<file path="src/rtl/tap_sweep_pkg.sv">
package tap_sweep_pkg;

    // Sweep-level states
    typedef enum logic [3:0] {
        S_IDLE,
        S_APPLY,
        S_APPLY_WAIT,
        S_TEST,
        S_SCORE,
        S_DECIDE,
        S_CENTER,
        S_CENTER_WAIT,
        S_DONE
    } sweep_state_e;

    // Update sequencer states
    typedef enum logic [1:0] {
        A_IDLE,
        A_REQ,
        A_GAP
    } apply_state_e;

endpackage

</file>
<file path="src/rtl/tap_apply_seq.sv">
module tap_apply_seq
    import tap_sweep_pkg::*;
#(
    parameter int ROUNDS     = 2,
    parameter int TMO_CYCLES = 32
) (
    input  logic clk,
    input  logic rst_n,
    input  logic go_i,
    output logic req_o,
    input  logic ack_i,
    output logic fin_o,
    output logic ok_o
);

    localparam int TW = $clog2(TMO_CYCLES + 1);
    localparam int RW = $clog2(ROUNDS + 1);
    localparam logic [TW-1:0] TMO_LAST   = TW'(TMO_CYCLES - 1);
    localparam logic [RW-1:0] ROUND_LAST = RW'(ROUNDS - 1);

    apply_state_e state_q, state_d;
    logic [TW-1:0] timer_q;
    logic [RW-1:0] round_q;
    logic          fin_q, ok_q;

    logic last_round, expired;
    assign last_round = (round_q == ROUND_LAST);
    assign expired    = (timer_q == TMO_LAST);

    // next state
    always_comb begin
        state_d = state_q;
        unique case (state_q)
            A_IDLE: if (go_i) state_d = A_REQ;
            A_REQ: begin
                if (ack_i)        state_d = last_round ? A_IDLE : A_GAP;
                else if (expired) state_d = A_IDLE;
            end
            A_GAP:   state_d = A_REQ;
            default: state_d = A_IDLE;
        endcase
    end

    // state register
    always_ff @(posedge clk or negedge rst_n) begin
        if (!rst_n) state_q <= A_IDLE;
        else        state_q <= state_d;
    end

    // timer, round counter and result
    always_ff @(posedge clk or negedge rst_n) begin
        if (!rst_n) begin
            timer_q <= '0;
            round_q <= '0;
            fin_q   <= 1'b0;
            ok_q    <= 1'b0;
        end else begin
            fin_q <= 1'b0;
            unique case (state_q)
                A_IDLE: begin
                    timer_q <= '0;
                    round_q <= '0;
                end
                A_REQ: begin
                    if (ack_i) begin
                        timer_q <= '0;
                        if (last_round) begin
                            fin_q <= 1'b1;
                            ok_q  <= 1'b1;
                        end else begin
                            round_q <= round_q + 1'b1;
                        end
                    end else if (expired) begin
                        fin_q <= 1'b1;
                        ok_q  <= 1'b0;
                    end else begin
                        timer_q <= timer_q + 1'b1;
                    end
                end
                A_GAP:   timer_q <= '0;
                default: timer_q <= '0;
            endcase
        end
    end

    // outputs
    always_comb begin
        req_o = (state_q == A_REQ);
        fin_o = fin_q;
        ok_o  = ok_q;
    end

    // an acknowledged request is withdrawn on the next cycle
    p_ack_drops_req_r2: assert property (@(posedge clk) disable iff (!rst_n)
        (req_o && ack_i) |=> !req_o);

    // never more rounds than configured
    p_round_bound_r2: assert property (@(posedge clk) disable iff (!rst_n)
        round_q < RW'(ROUNDS));

    // the wait for an acknowledge is bounded
    p_timer_bound_r3: assert property (@(posedge clk) disable iff (!rst_n)
        timer_q < TW'(TMO_CYCLES));

    // an unanswered request at the limit ends the sequence as a failure
    p_timeout_fails_r3: assert property (@(posedge clk) disable iff (!rst_n)
        (req_o && !ack_i && expired) |=> (fin_o && !ok_o && !req_o));

endmodule

</file>
<file path="src/rtl/streak_tracker.sv">
module streak_tracker #(
    parameter int TAP_W = 6,
    parameter int LEN_W = 6
) (
    input  logic             clk,
    input  logic             rst_n,
    input  logic             clr_i,
    input  logic             upd_i,
    input  logic             pass_i,
    input  logic [TAP_W-1:0] tap_i,
    output logic [LEN_W-1:0] best_len_o,
    output logic [TAP_W-1:0] centre_o
);

    logic [LEN_W-1:0] cur_q, best_q;
    logic [TAP_W-1:0] end_q;
    logic [LEN_W-1:0] cur_inc;
    logic [LEN_W-1:0] half_len;

    assign cur_inc = cur_q + 1'b1;

    always_ff @(posedge clk or negedge rst_n) begin
        if (!rst_n) begin
            cur_q  <= '0;
            best_q <= '0;
            end_q  <= '0;
        end else if (clr_i) begin
            cur_q  <= '0;
            best_q <= '0;
            end_q  <= '0;
        end else if (upd_i) begin
            if (pass_i) begin
                cur_q <= cur_inc;
                if (cur_inc > best_q) begin
                    best_q <= cur_inc;
                    end_q  <= tap_i;
                end
            end else begin
                cur_q <= '0;
            end
        end
    end

    assign half_len   = best_q >> 1;
    assign best_len_o = best_q;
    assign centre_o   = end_q - TAP_W'(half_len);

    // a failure empties the current run
    p_fail_clears_r4: assert property (@(posedge clk) disable iff (!rst_n)
        (upd_i && !clr_i && !pass_i) |=> (cur_q == '0));

    // a pass extends the current run by one
    p_pass_grows_r5: assert property (@(posedge clk) disable iff (!rst_n)
        (upd_i && !clr_i && pass_i) |=> (cur_q == $past(cur_q) + 1'b1));

    // the best run never shrinks during a sweep
    p_best_mono_r5: assert property (@(posedge clk) disable iff (!rst_n)
        !clr_i |=> (best_q >= $past(best_q)));

    // a run only equal to the best leaves the recorded end alone
    p_tie_keeps_r7: assert property (@(posedge clk) disable iff (!rst_n)
        (upd_i && !clr_i && pass_i && (cur_inc <= best_q)) |=> $stable(end_q));

endmodule

</file>
<file path="src/rtl/tap_sweep_ctrl.sv">
module tap_sweep_ctrl
    import tap_sweep_pkg::*;
#(
    parameter int TAP_W      = 6,
    parameter int NUM_TAPS   = 40,
    parameter int ROUNDS     = 2,
    parameter int TMO_CYCLES = 32
) (
    input  logic             clk,
    input  logic             rst_n,
    input  logic             start_i,
    output logic [TAP_W-1:0] tune_val_o,
    output logic             tune_req_o,
    input  logic             tune_ack_i,
    output logic             test_req_o,
    input  logic             test_ack_i,
    input  logic             test_pass_i,
    output logic             done_o,
    output logic             err_o,
    output logic [TAP_W-1:0] tap_o
);

    localparam int LEN_W = $clog2(NUM_TAPS + 1);
    localparam logic [TAP_W-1:0] LAST_TAP = TAP_W'(NUM_TAPS - 1);

    sweep_state_e state_q, state_d;
    logic [TAP_W-1:0] tap_q;
    logic [TAP_W-1:0] final_q;
    logic             pass_q;
    logic             err_q;

    logic             apply_go, apply_fin, apply_ok;
    logic             trk_clr, trk_upd;
    logic [LEN_W-1:0] best_len;
    logic [TAP_W-1:0] centre;
    logic             centring;

    // next state
    always_comb begin
        state_d = state_q;
        unique case (state_q)
            S_IDLE:        if (start_i) state_d = S_APPLY;
            S_APPLY:       state_d = S_APPLY_WAIT;
            S_APPLY_WAIT:  if (apply_fin) state_d = apply_ok ? S_TEST : S_SCORE;
            S_TEST:        if (test_ack_i) state_d = S_SCORE;
            S_SCORE:       state_d = (tap_q == LAST_TAP) ? S_DECIDE : S_APPLY;
            S_DECIDE:      state_d = (best_len == '0) ? S_DONE : S_CENTER;
            S_CENTER:      state_d = S_CENTER_WAIT;
            S_CENTER_WAIT: if (apply_fin) state_d = S_DONE;
            S_DONE:        state_d = S_IDLE;
            default:       state_d = S_IDLE;
        endcase
    end

    // state register
    always_ff @(posedge clk or negedge rst_n) begin
        if (!rst_n) state_q <= S_IDLE;
        else        state_q <= state_d;
    end

    // sweep datapath
    always_ff @(posedge clk or negedge rst_n) begin
        if (!rst_n) begin
            tap_q   <= '0;
            pass_q  <= 1'b0;
            err_q   <= 1'b0;
            final_q <= '0;
        end else begin
            unique case (state_q)
                S_IDLE: begin
                    if (start_i) begin
                        tap_q <= '0;
                        err_q <= 1'b0;
                    end
                end
                S_APPLY_WAIT: if (apply_fin) pass_q <= 1'b0;
                S_TEST:       if (test_ack_i) pass_q <= test_pass_i;
                S_SCORE:      if (tap_q != LAST_TAP) tap_q <= tap_q + 1'b1;
                S_DECIDE:     if (best_len == '0) err_q <= 1'b1;
                S_CENTER_WAIT: begin
                    if (apply_fin) begin
                        if (apply_ok) final_q <= centre;
                        else          err_q   <= 1'b1;
                    end
                end
                default: ;
            endcase
        end
    end

    // outputs
    always_comb begin
        centring   = (state_q == S_CENTER) || (state_q == S_CENTER_WAIT);
        apply_go   = (state_q == S_APPLY) || (state_q == S_CENTER);
        test_req_o = (state_q == S_TEST);
        done_o     = (state_q == S_DONE);
        trk_upd    = (state_q == S_SCORE);
        trk_clr    = (state_q == S_IDLE) && start_i;
        tune_val_o = centring ? centre : tap_q;
        err_o      = err_q;
        tap_o      = final_q;
    end

    tap_apply_seq #(
        .ROUNDS    (ROUNDS),
        .TMO_CYCLES(TMO_CYCLES)
    ) u_apply (
        .clk  (clk),
        .rst_n(rst_n),
        .go_i (apply_go),
        .req_o(tune_req_o),
        .ack_i(tune_ack_i),
        .fin_o(apply_fin),
        .ok_o (apply_ok)
    );

    streak_tracker #(
        .TAP_W(TAP_W),
        .LEN_W(LEN_W)
    ) u_track (
        .clk       (clk),
        .rst_n     (rst_n),
        .clr_i     (trk_clr),
        .upd_i     (trk_upd),
        .pass_i    (pass_q),
        .tap_i     (tap_q),
        .best_len_o(best_len),
        .centre_o  (centre)
    );

    // the swept tap stays inside the allowed range
    p_tap_range_r1: assert property (@(posedge clk) disable iff (!rst_n)
        !centring |-> (tap_q <= LAST_TAP));

    // taps advance by exactly one per scoring step
    p_tap_step_r1: assert property (@(posedge clk) disable iff (!rst_n)
        (state_q == S_SCORE && tap_q != LAST_TAP) |=> (tap_q == $past(tap_q) + 1'b1));

    // done lasts a single cycle
    p_done_pulse_r10: assert property (@(posedge clk) disable iff (!rst_n)
        done_o |=> !done_o);

    // the tester is only asked right after a completed update
    p_test_after_apply_r11: assert property (@(posedge clk) disable iff (!rst_n)
        $rose(test_req_o) |-> ($past(state_q) == S_APPLY_WAIT && $past(apply_ok)));

    // an empty result ends the sweep without a final update
    p_empty_to_done_r8: assert property (@(posedge clk) disable iff (!rst_n)
        (state_q == S_DECIDE && best_len == '0) |=> (done_o && err_o && !tune_req_o));

    // the final tap only moves when the centre update completes
    p_final_hold_r8: assert property (@(posedge clk) disable iff (!rst_n)
        !(state_q == S_CENTER_WAIT && apply_fin) |=> $stable(tap_o));

endmodule

</file>
<file path="config.mk">
export PLATFORM = sky130hd
export DESIGN_NAME = tap_sweep_ctrl
export DESIGN_NICKNAME = d
export VERILOG_FILES = /design/src/rtl/tap_sweep_pkg.sv /design/src/rtl/tap_apply_seq.sv /design/src/rtl/streak_tracker.sv /design/src/rtl/tap_sweep_ctrl.sv
export SDC_FILE = /design/constraint.sdc
export NUM_CORES = 1
export LEC_CHECK = 0
export ABC_AREA = 1
export BUFFER_PORTS_ARGS = -buffer_cell sky130_fd_sc_hd__buf_2
export CAP_MARGIN = 25
export CORE_ASPECT_RATIO = 0.7
export CORE_UTILIZATION = 25
export CTS_CLUSTER_SIZE = 40
export DETAILED_ROUTE_END_ITERATION = 12
export GPL_ROUTABILITY_DRIVEN = 0
export GPL_TIMING_DRIVEN = 0
export PLACE_DENSITY_LB_ADDON = 0.15
export SLEW_MARGIN = 0
export SYNTH_ARGS = -nofsm -noshare
export SYNTH_HDL_FRONTEND = slang
export SYNTH_SLANG_ARGS = --single-unit
</file>
<file path="constraint.sdc">
create_clock -name clk -period 3.6 [get_ports clk]
set_input_delay 0.54 -clock clk [delete_from_list [all_inputs] [get_ports clk]]
set_output_delay 0.54 -clock clk [all_outputs]
set_load 0.1 [all_outputs]
</file>
# Yosys cells after proc, flatten, opt, wreduce, memory -nomap -nowiden
# Cells that the tools add are included.
# totals
mem_count,0
latchBits,0
ff_bits,48
wordCells,118
romBits,0
mem_bits_rw,0
input_bits,6
# classes
addsub,5
bitwise_logic,0
n_eq_ne,27
n_mul,0
mux,49
reduce_logical,23
n_div,0
shifts,0
magnitude_cmp,1
# op_table
cell,n
2-to-1 mux 6 bit,17
one-hot mux 4 bit (8 select lines),1
2-to-1 mux 4 bit,5
adder 6 x 1 -> 6 bit (second input constant),3
AND reduction 3 bit,6
equality test 4 x 3 -> 1 bit (second input constant),4
nonzero test 2 bit,7
2-to-1 mux 1 bit,13
2-to-1 mux 2 bit,6
inequality test 2 x 1 -> 1 bit (second input constant),6
one-hot mux 6 bit (2 select lines),1
inequality test 2 bit (second input constant),5
equality test 4 x 2 -> 1 bit (second input constant),2
equality test 6 x 5 -> 1 bit (second input constant),1
equality test 6 bit (second input constant),1
greater-than comparator 6 bit,1
logical NOT 6 bit,1
2-to-1 mux 3 bit,2
inequality test 6 bit (second input constant),1
one-hot mux 2 bit (3 select lines),1
subtractor 6 x 5 -> 6 bit,1
AND reduction 5 bit,1
equality test 2 x 1 -> 1 bit (second input constant),2
equality test 4 x 1 -> 1 bit (second input constant),1
other kinds (15),16

# Longest topological paths before layout
# depth
ltp_word,6
ltp_mapped,15

# Cells and area by module
# Synthesis repeated with hierarchy kept, for this count alone.
# hier_totals
hier_cells,400
hier_area_um2,3121.7
# by_module_without_submodules
module,seq_area_each_um2,cells_each,n_inst,area_each_um2
streak_tracker,450.4,163,1,1301.2
tap_sweep_ctrl,450.4,163,1,1189.9
tap_apply_seq,300.3,74,1,630.6

# Worst setup path after synthesis
# No wires, ideal clock.
# synth_timing
kind,reg-to-output
start,register u_track.best_q[1] (netlist: u_track.best_len_o[1])
end,output port tune_val_o[1]
path_slack_ns,-0.118
path_stages_with_launch,4
arrival_time_ns,3.178
path_buffers,0
cell_sequence,dfrtp_1 > ha_1 > fa_1 > o21ai_0
# synth_via
elab_chain_cells,2
# synth_rtl
item,line_no,rtl
from (decl),streak_tracker.sv:15,"logic [LEN_W-1:0] cur_q, best_q;"
from (signal assigned),streak_tracker.sv:35,best_q <= cur_inc;
subtractor 6 x 5 -> 6 bit,streak_tracker.sv:46,assign centre_o = end_q - TAP_W'(half_len);
2-to-1 mux 6 bit,tap_sweep_ctrl.sv:99,tune_val_o = centring ? centre : tap_q;
to (decl),tap_sweep_ctrl.sv:12,"output logic [TAP_W-1:0] tune_val_o,"
# No other way between the ends.

# Worst setup path after layout
# layout_timing
start,register u_track.best_q[1] (netlist: u_track.best_len_o[1])
end,output port tune_val_o[4]
# The elaborated chain is that of the path after synthesis.

==> impl_metrics.json <==
{
  "ant_nets": 0,
  "synth.cell_area_sq_mm": 0.00296,
  "htree_levels": 2,
  "avgViaCountPerCell": 4.32,
  "syn_inst": 390,
  "cts_buffers": 5,
  "grt_pass1_wl_microns": 12100,
  "cp_max_fo": 4,
  "synth_adder_area_share_pct": 7.02,
  "floorplan.initialDensity_pct": 26.3,
  "synth_top_family_by_area": "simple AND/OR/NAND/NOR gates",
  "synth_compound_area_share_pct": 5.54,
  "arrival_ns": 2.30,
  "grt_max_degree": 32,
  "setup_tns_ns": 0,
  "coreArea_sq_mm": 0.0113,
  "max_freq_mhz": 353,
  "async_flop_share_pct": 100,
  "stdcell_count": 573,
  "syn_area_per_cell_sq_um": 7.59,
  "dp_hpwl_microns": 5460,
  "placed_cell_area_sq_mm": 0.00328,
  "synth-edff-count": 0,
  "wl_microns": 7060,
  "synthXorXnorAreaFrac_pct": 2.66,
  "grt_pass1_vias": 2281,
  "design_area_sq_mm": 0.00342,
  "p_sw_uw": 972,
  "timing.final.ws_setup_ns": 0.765,
  "cp-start-kind": "register",
  "clkSinkCount": 48,
  "ys_ff_latch": 48,
  "antenna_found_initial": 0,
  "critPathBufInv": 2,
  "cts_tree": "yes",
  "ff2ff_setup_slack_ns": 1.25,
  "die_y_microns": 93.0,
  "setup_viol": 0,
  "wire_per_inst_microns": 12.3,
  "n_antenna_cell": 0,
  "pwr-share-comb_pct": 42.8,
  "die_w_microns": 132,
  "clkPwrFrac_pct": 23.2,
  "layout_common_cells": "123 x nand2_1, 56 x inv_1, 48 x dfrtp_1, 33 x nand3_1, 26 x nor2_1",
  "r2r_start": "u_track.cur_q[0]",
  "worstRegToRegCells": 12,
  "synth_nets": 412,
  "ir_drop_v": 0.000274,
  "drv_slew": 0,
  "yosysWarnings": 0,
  "clk_pin_slew_worst_paths_ns": 0.07,
  "path_cells": "ha_1 -> fa_1 -> inv_1 -> nand2_1 -> nand2_1 -> a21oi_1 -> nand2_1 -> nand3_1 -> nand2_1 -> buf_2",
  "end_kind": "output pin",
  "die_area_sq_mm": 0.0123,
  "final_common_cell": "nand2_1",
  "overflow": 0,
  "synth_mux_area_share_pct": 0.338,
  "drv_cap": 0,
  "portBuffers": 21,
  "slowest_stage": "dfrtp_1",
  "yosys.area_share.simple_pct": 34.9,
  "cts_setup_buffers": 0,
  "rsz0062_at_grt": "false",
  "drc": 0,
  "hold_buffers": 0,
  "clock_path_buffers": 2,
  "cts-resized-gates": 0,
  "drive_above_1_share_pct": 14.3,
  "status": "completed",
  "path_class": "reg -> out",
  "timing.slew.headroom_pct": 63.1,
  "vias": 2474,
  "io_pins": 22,
  "pre_cts_slack_ns": 1.08,
  "netSwitchingFraction_pct": 47.1,
  "critPathTopFamily": "adder cells",
  "ys_seq_area_share_pct": 40.6,
  "worstSkewPairLatency_ns": 0.30,
  "max_stage_delay_ns": 0.43,
  "worst_pin_slew_ns": 0.552,
  "crit_path_start": "u_track.best_len_o[1]",
  "period_needed_ns": 2.84,
  "syn_to_final_growth_pct": 15.6,
  "fin_skew_ns": 0.00949,
  "hold_path_class": "in -> async",
  "final_net_count": 441,
  "placedCellCount": 565,
  "seqPwrFrac_pct": 34.0,
  "cellPowerDensity_mw_per_mm2": 603,
  "p_leak_uw": 0.00182,
  "hold_viol": 0,
  "ys_types": 27,
  "synth_flop_cell": "dfrtp_1",
  "firstDrtPassIters": 4,
  "path_common_cell": "nand2_1",
  "fin_crit_sh_pct": 78.8,
  "required_ns": 3.06,
  "drt_iter0_drc": 188,
  "r2r_end": "u_track.best_len_o[2]",
  "grt.total_usage_pct": 12.7,
  "clock-root-buffer": "clkbuf_16",
  "std_cell_rows": 32,
  "internal-power_uw": 1090
}
-- cells in the mapped netlist (2+ instances only) --
cell / n / area, sq um
nand4_1: 10 / 62.6
nand3_1: 33 / 165
inv_2: 5 / 18.8
nor2_4: 2 / 22.5
nor2_1: 26 / 97.6
nor2_2: 3 / 18.8
dfrtp_1: 48 / 1200
nand2_1: 123 / 462
inv_1: 56 / 210
nor3_1: 4 / 20.0
buf_6: 3 / 33.8
xor2_1: 5 / 43.8
nand2_4: 3 / 33.8
xnor2_1: 4 / 35.0
a21oi_1: 9 / 45.0
o21ai_0: 21 / 105
ha_1: 15 / 188
nand3_2: 11 / 110
-- metal layers --
layer  wire length (microns)  global-route usage, %  vias up
met5                       0                      0        -
met4                      55                   2.91        0
met2                    2440                   16.1       46
met3                     329                   2.98        8
met1                    4230                   20.7     1117
li1                        -                      -     1303
-- power groups by stage --
| stage | sequential [uW] | combinational (uW) | clock, uW |
|---|---|---|---|
| after global placement | 713 | 887 | 0 |
| after CTS | 705 | 888 | 492 |
| after floorplan | 788 | 601 | 0 |
| after detailed placement | 713 | 887 | 0 |
| after global routing | 717 | 987 | 510 |
| final | 702 | 883 | 478 |
-- per-stage QoR --
stage                     power, uW  utilization, %  hold WS (ns)
final                          2060            30.4         0.181
after global routing           2210            30.4         0.213
after CTS                      2080            30.4         0.194
after detailed placement       1600            29.1         0.455
after global placement         1600            28.9         0.451
after floorplan                1390               -         0.244
-- how the worst max path moves through the flow --
stage / to / slack (ns) / depth (start not counted)
after CTS: tune_val_o[4] / 0.75 / 10
after global placement: tune_val_o[4] / 1.07 / 10
after detailed placement: tune_val_o[4] / 1.08 / 10
after floorplan: tune_val_o[2] / 0.29 / 3
after global routing: tune_val_o[4] / 0.62 / 10
final: tune_val_o[4] / 0.76 / 10
-- area by class of cell --
class,instances,area [sq um]
Buffer,4,37.5
Clock buffer,5,125
Clock inverter,3,18.8
Fill cell,1212,7830
Inverter,61,229
Multi-Input combinational cell,277,1490
Sequential cell,48,1200
Tap cell,153,191
Timing Repair Buffer,22,125
-- sequential cells by signal, indices dropped and copies added (netlist names) --
name / count
tap_o: 6
u_apply.ok_o: 1
u_apply.state_q: 2
u_apply.timer_q: 6
err_o: 1
u_track.cur_q: 6
tap_q: 6
u_track.best_len_o: 6
state_q: 4
u_apply.round_q: 2
u_track.end_q: 6
u_apply.fin_o: 1
pass_q: 1
-- logic make-up after synthesis --
kind of cell	after synthesis
AO/OA/AOI/OAI	32
adder cells (fa/ha/maj)	16
buffers and inverters	65
XOR/XNOR	9
flip-flops	48
multiplexers	1
AND/OR/NAND/NOR	219
No activity file was read; power rests on OpenSTA's default activity.
